`src/rtl/dmd_pkg.sv`:
```
`timescale 1ns/1ps
package dmd_pkg;
  typedef enum logic {
    PH_A = 1'b0,
    PH_B = 1'b1
  } phase_e;
endpackage

```
`src/rtl/dmd_seq.sv`:
```
`timescale 1ns/1ps
// Sequencer: working copy of the configuration, phase and repetition count.
module dmd_seq #(
  parameter int DIV_W = 12,
  parameter int REP_W = 12
) (
  input  logic             clk,
  input  logic             rst_n,
  input  logic             cfg_dual,
  input  logic [DIV_W-1:0] cfg_n1,
  input  logic [DIV_W-1:0] cfg_n2,
  input  logic [REP_W-1:0] cfg_m1,
  input  logic [REP_W-1:0] cfg_m2,
  input  logic             period_end,
  output logic             run,
  output logic [DIV_W-1:0] n_cur
);
  import dmd_pkg::*;

  logic             run_q;
  logic             sh_dual_q, sh_dual_d;
  logic [DIV_W-1:0] sh_n1_q, sh_n1_d, sh_n2_q, sh_n2_d;
  logic [REP_W-1:0] sh_m1_q, sh_m1_d, sh_m2_q, sh_m2_d;
  phase_e           phase_q, phase_d;
  logic [REP_W-1:0] rep_q, rep_d;
  logic [REP_W-1:0] m_cur;
  logic             rep_end, seq_end, load, upd_en;

  always_comb begin
    m_cur   = (phase_q == PH_B) ? sh_m2_q : sh_m1_q;
    rep_end = (rep_q == m_cur);
    seq_end = period_end && (!sh_dual_q || ((phase_q == PH_B) && rep_end));
    load    = !run_q || seq_end;
    upd_en  = load || period_end;

    sh_dual_d = sh_dual_q;
    sh_n1_d   = sh_n1_q;
    sh_n2_d   = sh_n2_q;
    sh_m1_d   = sh_m1_q;
    sh_m2_d   = sh_m2_q;
    phase_d   = phase_q;
    rep_d     = rep_q;
    if (load) begin
      sh_dual_d = cfg_dual;
      sh_n1_d   = cfg_n1;
      sh_n2_d   = cfg_n2;
      sh_m1_d   = cfg_m1;
      sh_m2_d   = cfg_m2;
      phase_d   = PH_A;
      rep_d     = '0;
    end else if (rep_end) begin
      phase_d = (phase_q == PH_A) ? PH_B : PH_A;
      rep_d   = '0;
    end else begin
      rep_d = rep_q + REP_W'(1);
    end
  end

  always_ff @(posedge clk or negedge rst_n) begin
    if (!rst_n) begin
      run_q     <= 1'b0;
      sh_dual_q <= 1'b0;
      sh_n1_q   <= '0;
      sh_n2_q   <= '0;
      sh_m1_q   <= '0;
      sh_m2_q   <= '0;
      phase_q   <= PH_A;
      rep_q     <= '0;
    end else begin
      run_q <= 1'b1;
      if (upd_en) begin
        sh_dual_q <= sh_dual_d;
        sh_n1_q   <= sh_n1_d;
        sh_n2_q   <= sh_n2_d;
        sh_m1_q   <= sh_m1_d;
        sh_m2_q   <= sh_m2_d;
        phase_q   <= phase_d;
        rep_q     <= rep_d;
      end
    end
  end

  assign run   = run_q;
  assign n_cur = (phase_q == PH_B) ? sh_n2_q : sh_n1_q;

  // repetition count never passes the active limit
  p_rep_bound_r3: assert property (@(posedge clk) disable iff (!rst_n)
    run_q |-> (rep_q <= m_cur));
  // single setting never leaves the first phase
  p_single_phase_r2: assert property (@(posedge clk) disable iff (!rst_n)
    (run_q && !sh_dual_q) |-> (phase_q == PH_A));
  // working copy only changes at a sequence end
  p_cfg_hold_r7: assert property (@(posedge clk) disable iff (!rst_n)
    (run_q && !seq_end) |=> ($stable(sh_n1_q) && $stable(sh_n2_q) &&
                             $stable(sh_m1_q) && $stable(sh_m2_q) &&
                             $stable(sh_dual_q)));
endmodule

```
`src/rtl/dmd_cnt.sv`:
```
`timescale 1ns/1ps
// Reference-cycle counter within one output period, with duty compare.
module dmd_cnt #(
  parameter int DIV_W = 12
) (
  input  logic             clk,
  input  logic             rst_n,
  input  logic             run,
  input  logic [DIV_W-1:0] n_cur,
  output logic             period_end,
  output logic             hi_now
);
  localparam int CW = DIV_W + 1;

  logic [DIV_W-1:0] cyc_q, cyc_d;
  logic [CW-1:0]    n_eff, hi_len;

  always_comb begin
    period_end = run && (cyc_q == n_cur);
    cyc_d      = period_end ? '0 : (cyc_q + DIV_W'(1));
    n_eff      = {1'b0, n_cur} + CW'(1);
    hi_len     = (n_cur == '0) ? CW'(1) : (n_eff >> 1);
    hi_now     = run && ({1'b0, cyc_q} < hi_len);
  end

  always_ff @(posedge clk or negedge rst_n) begin
    if (!rst_n) begin
      cyc_q <= '0;
    end else if (run) begin
      cyc_q <= cyc_d;
    end
  end

  // in-period count stays inside the active divisor
  p_cnt_bound_r1: assert property (@(posedge clk) disable iff (!rst_n)
    run |-> (cyc_q <= n_cur));
endmodule

```
`src/rtl/dualmod_clkdiv.sv`:
```
`timescale 1ns/1ps
module dualmod_clkdiv #(
  parameter int DIV_W = 12,
  parameter int REP_W = 12
) (
  input  logic             clk,
  input  logic             rst_n,
  input  logic             cfg_dual,
  input  logic [DIV_W-1:0] cfg_n1,
  input  logic [DIV_W-1:0] cfg_n2,
  input  logic [REP_W-1:0] cfg_m1,
  input  logic [REP_W-1:0] cfg_m2,
  output logic             div_out,
  output logic             period_tick
);
  logic             run, period_end, hi_now;
  logic [DIV_W-1:0] n_cur;
  logic             out_q, out_d, tick_q, tick_d;

  dmd_seq #(.DIV_W(DIV_W), .REP_W(REP_W)) u_seq (
    .clk        (clk),
    .rst_n      (rst_n),
    .cfg_dual   (cfg_dual),
    .cfg_n1     (cfg_n1),
    .cfg_n2     (cfg_n2),
    .cfg_m1     (cfg_m1),
    .cfg_m2     (cfg_m2),
    .period_end (period_end),
    .run        (run),
    .n_cur      (n_cur)
  );

  dmd_cnt #(.DIV_W(DIV_W)) u_cnt (
    .clk        (clk),
    .rst_n      (rst_n),
    .run        (run),
    .n_cur      (n_cur),
    .period_end (period_end),
    .hi_now     (hi_now)
  );

  always_comb begin
    out_d  = hi_now;
    tick_d = period_end;
  end

  always_ff @(posedge clk or negedge rst_n) begin
    if (!rst_n) begin
      out_q  <= 1'b0;
      tick_q <= 1'b0;
    end else begin
      out_q  <= out_d;
      tick_q <= tick_d;
    end
  end

  assign div_out     = out_q;
  assign period_tick = tick_q;

  // outputs stay quiet on the configuration-load edge
  p_quiet_start_r8: assert property (@(posedge clk) disable iff (!rst_n)
    !run |=> (!period_tick && !div_out));
  // last cycle of a period longer than one is low
  p_last_low_r5: assert property (@(posedge clk) disable iff (!rst_n)
    (period_end && (n_cur != '0)) |-> !hi_now);
endmodule

```
`config.mk`:
```
export PLATFORM = sky130hd
export DESIGN_NAME = dualmod_clkdiv
export DESIGN_NICKNAME = d
export VERILOG_FILES = /design/src/rtl/dmd_pkg.sv /design/src/rtl/dmd_seq.sv /design/src/rtl/dmd_cnt.sv /design/src/rtl/dualmod_clkdiv.sv
export SDC_FILE = /design/constraint.sdc
export NUM_CORES = 1
export LEC_CHECK = 0
export BUFFER_PORTS_ARGS = -buffer_cell sky130_fd_sc_hd__buf_2
export CAP_MARGIN = 15
export CORE_MARGIN = 5
export CORE_UTILIZATION = 47
export CTS_BUF_LIST = sky130_fd_sc_hd__clkbuf_2
export DETAILED_ROUTE_END_ITERATION = 7
export PLACE_DENSITY = 0.74
export SLEW_MARGIN = 30
export SYNTH_ARGS = -nofsm -noshare
export SYNTH_HDL_FRONTEND = slang
export SYNTH_SLANG_ARGS = --single-unit
```
`constraint.sdc`:
```
create_clock -name clk -period 6.9 [get_ports clk]
set_clock_uncertainty 0.15 [all_clocks]
set_input_delay 1.38 -clock clk [delete_from_list [all_inputs] [get_ports clk]]
set_output_delay 1.38 -clock clk [all_outputs]
set_load 0.05 [all_outputs]
```
==> results.md <==
- Antenna-violating nets left: 0
- Time the worst path needs with I/O delays and setup: 4.37 ns
- Final cycle utilization of the critical path: 63.4%
- Final Hold Viols: 0
- Peak supply drop: 0.000134 V
- Critical-path cell list: buf_4 > mux2i_1 > xnor2_1 > nor4_2 > nand3_2 > a22oi_4 > buf_4 > mux2_2
- Lkg Pwr: 2.13 nW
- Most used cell along the critical path: sky130_fd_sc_hd__buf_4
- Instance area at placement: 0.00470 mm^2
- Mean post-synth cell area: 11.2 um^2
- Post-DP HPWL: 6730 um
- Antenna violations before repair: 0
- Most used cells in the layout excluding fill and tap cells: 77 x sky130_fd_sc_hd__dfrtp_1, 51 x sky130_fd_sc_hd__buf_2, 41 x sky130_fd_sc_hd__mux2_2
- Cell count after synthesis: 391
- DRC errors left: 0
- Filler Cells Inserted: 828
- Bufs on Longest Clock Path: 2
- Dominant combinational cell family by area after synthesis: multiplexers
- Die Span Y: 107 um
- Reg-to-reg startpoint: u_seq.phase_q$_DFFE_PN0P_
- Most area-consuming cells after synthesis: sky130_fd_sc_hd__dfrtp_1 44%, sky130_fd_sc_hd__mux2_2 11%, sky130_fd_sc_hd__xnor2_1 7.0%
- Endpoint class of the critical path: register
- CTS tree: done
- Most common flop cell mapped by yosys: sky130_fd_sc_hd__dfrtp_1
- Worst endpoint data arrival time: 4.64 ns
- Initial cell density of the core: 47.8%
- Commonest non-fill, non-tap cell in the layout: sky130_fd_sc_hd__dfrtp_1
- Number of buffers inserted during clock tree synthesis: 9
- Proportion of netlist area held by the largest area contributor: 43.8%
- Area inside the core boundary: 0.00920 mm^2
- Warning count from the yosys run: 0
- Max-slew violation count: 0
- Path type of the worst setup path: reg -> reg
- Fraction of the mapped netlist area in adder cells: 4.27%
- Maximum achievable frequency: 0.229 GHz
- Syn Nets: 457
- Area fraction in compound gates after synthesis: 7.74%
- Port buffer count: 52
- Unrepaired setup endpoints after global routing: no
- Post-Synth Simple-Gate Area: 13.0%
- Crit start category: register
- Max FO, Critical Path: 26
- Global-route wire length before repair: 15,400 um
- Total negative slack for setup checks: 0 ns
- Total global routing overflow: 0
- Final worst slack: 2.53 ns
- Total Routed Length: 9090 um
- Xor/xnor share of the synthesized area: 9.17%
- GP Congestion: 0.834
- Placement row count: 35
- Total power divided by cell area: 249 mW/mm^2
- Post-synthesis mux area share: 18.7%
- Post-CTS Setup Inserts: 0
- Sinks on the clock net: 77
- Type of the tightest min-delay check: reg -> reg
- Post-placement worst setup slack: 2.52 ns
- CTS-repair resized insts: 0
- Horizontal extent of the die: 107 um
- Area enclosed by the die boundary: 0.0114 mm^2
- Critical-path cell with the highest stage delay: sky130_fd_sc_hd__dfrtp_1
- Vias per inst: 5.71
- Most area-hungry cell type in the Yosys netlist: sky130_fd_sc_hd__dfrtp_1
- Sequential cell area fraction in the yosys report: 43.8%
- Area growth syn-to-layout: 10.6%
- Latest clock arrival within the worst-skew pair: 0.52 ns
- CP max stage delay: 0.82 ns
- Maximum number of pins on one net before global-route repair: 78
- Sequential cell area: 0.00193 mm^2
- Endpoints failing setup: 0
- Post-synth cell types: 44
- Critical path capture point: u_seq.sh_n2_q[5]$_DFFE_PN0P_
- Total of flip-flops plus latches after synthesis: 77
- Detailed-route via count: 3,155
- Required time worst endpoint: 7.17 ns
- Max-Slew Margin vs Limit: 44.2%
- Post-Synthesis Cell Area: 0.00439 mm^2
- Slew at the pin closest to its max-slew limit: 0.838 ns
- Number of DRC violations after detailed-routing iteration 0: 156
- Cell area after layout: 0.00486 mm^2
- Reg clk slew, reported paths: 0.20 ns
- Critical R2R Capture: u_seq.sh_n2_q[5]$_DFFE_PN0P_
- Reg2Reg Depth: 8
- Clk root buf: sky130_fd_sc_hd__clkbuf_2
- First element of the critical path: u_seq.phase_q$_DFFE_PN0P_
- Number of global-route vias before repair: 3,169
- Combined area of the multi-input logic cells: 0.00233 mm^2
- Number of synthesized flops with an enable pin: 0
- CTS Hold Buffers Added: 0
- First drt pass iteration count: 5
- Fraction of final layout cells with drive strength greater than 1: 26.7%
- Detail-routed net length per standard cell: 16.4 um
- N_diodes: 0
- Number of H-tree levels: 3
- Fraction of registers with async set/reset: 100%
- Result of the run: finished clean
- Slack of the worst reg-to-reg path: 2.53 ns
- Tot GR Track Use: 16.7%
- Max-cap violation count: 0
- Number of top-level design ports: 53
- Final #Nets: 503
per-stage QoR:
step	power, W	utilization (%)	cells	hold WS [ns]
after CTS	0.00122	52.8	553	0.381
final	0.00121	52.9	553	0.378
after detailed placement	0.000905	51.1	537	0.335
after floorplan	0.000818	-	391	0.308
after global routing	0.00129	52.9	553	0.393
after global placement	0.000886	51.1	537	0.321
cell families (layout without fill, tap and decap cells):
family,Yosys count,count (layout)
AND/OR/NAND/NOR,105,105
flip-flops,77,77
multiplexers,76,76
XOR/XNOR,46,46
AO/OA/AOI/OAI,45,45
buffers and inverters,26,77
adder cells (fa/ha/maj),15,15
other,1,1
cell usage after synthesis (2+ instances only):
cell type / instances
sky130_fd_sc_hd__and2_1: 3
sky130_fd_sc_hd__nor4_2: 3
sky130_fd_sc_hd__nor3_1: 2
sky130_fd_sc_hd__o31ai_1: 7
sky130_fd_sc_hd__nand2b_1: 3
sky130_fd_sc_hd__inv_1: 7
sky130_fd_sc_hd__o21ai_0: 7
sky130_fd_sc_hd__xnor2_1: 35
sky130_fd_sc_hd__mux2i_1: 26
sky130_fd_sc_hd__mux2_1: 9
sky130_fd_sc_hd__buf_4: 3
sky130_fd_sc_hd__a31oi_1: 2
sky130_fd_sc_hd__buf_6: 4
sky130_fd_sc_hd__nor4_1: 8
sky130_fd_sc_hd__nand3b_1: 2
sky130_fd_sc_hd__nor2_1: 19
sky130_fd_sc_hd__nor4b_1: 2
sky130_fd_sc_hd__or2_2: 2
sky130_fd_sc_hd__mux2_2: 41
sky130_fd_sc_hd__clkbuf_1: 11
sky130_fd_sc_hd__a21oi_1: 6
sky130_fd_sc_hd__nand3_1: 20
sky130_fd_sc_hd__a32oi_1: 11
sky130_fd_sc_hd__ha_1: 15
sky130_fd_sc_hd__xor2_1: 11
sky130_fd_sc_hd__nand4_1: 7
sky130_fd_sc_hd__and3_1: 11
sky130_fd_sc_hd__dfrtp_1: 77
sky130_fd_sc_hd__nand2_1: 18
sky130_fd_sc_hd__a21o_1: 5
sequential cells by signal, indices dropped and copies added, names as in the netlist:
name	cells
u_cnt.cyc_q	12
u_seq.rep_q	12
u_seq.sh_m1_q	12
u_seq.sh_m2_q	12
u_seq.sh_n1_q	12
u_seq.sh_n2_q	12
div_out	1
period_tick	1
u_seq.phase_q	1
u_seq.run	1
u_seq.sh_dual_q	1
critical path: cells and delay by family, from the launching register on:
kind | cells | cell delay, ns
buffers and inverters | 2 | 0.85
flip-flops | 1 | 0.82
AO/OA/AOI/OAI | 1 | 0.81
multiplexers | 2 | 0.79
AND/OR/NAND/NOR | 2 | 0.71
XOR/XNOR | 1 | 0.14
routing by layer:
layer | share of wire, % | vias up | wire [um] | GRT usage, %
li1 | - | 1519 | - | -
met1 | 43 | 1536 | 3940 | 22.4
met2 | 50 | 91 | 4520 | 27.0
met3 | 5.7 | 9 | 518 | 3.61
met4 | 1.2 | 0 | 111 | 5.57
met5 | 0 | - | 0 | 0
final cells by class:
type	count	area share, %
clock buffer	10	1.03
clock inverter	6	2.29
inverter	7	0.540
multi-input combinational	288	47.9
sequential	77	39.6
tap	111	2.86
timing repair buffer	54	5.79
power breakdown:
part / switching [W] / internal (W)
clock: 0.000159 / 0.000158
sequential: 0.0000776 / 0.000510
combinational: 0.000146 / 0.000160
total: 0.000383 / 0.000828
how the worst min path moves through the flow:
stage / start / endpoint / slack (ns) / cells after the start
2_1_floorplan: u_seq.sh_m2_q[10]$_DFFE_PN0P_ / u_seq.sh_m2_q[10]$_DFFE_PN0P_ / 0.31 / 1
3_3_place_gp: u_seq.sh_m2_q[6]$_DFFE_PN0P_ / u_seq.sh_m2_q[6]$_DFFE_PN0P_ / 0.32 / 1
3_5_place_dp: u_seq.sh_m2_q[9]$_DFFE_PN0P_ / u_seq.sh_m2_q[9]$_DFFE_PN0P_ / 0.34 / 1
4_1_cts: u_seq.sh_m2_q[9]$_DFFE_PN0P_ / u_seq.sh_m2_q[9]$_DFFE_PN0P_ / 0.38 / 1
5_1_grt: u_seq.sh_m2_q[7]$_DFFE_PN0P_ / u_seq.sh_m2_q[7]$_DFFE_PN0P_ / 0.39 / 1
6_report: u_seq.sh_m2_q[7]$_DFFE_PN0P_ / u_seq.sh_m2_q[7]$_DFFE_PN0P_ / 0.38 / 1
No activity file was read; power rests on OpenSTA's default activity.
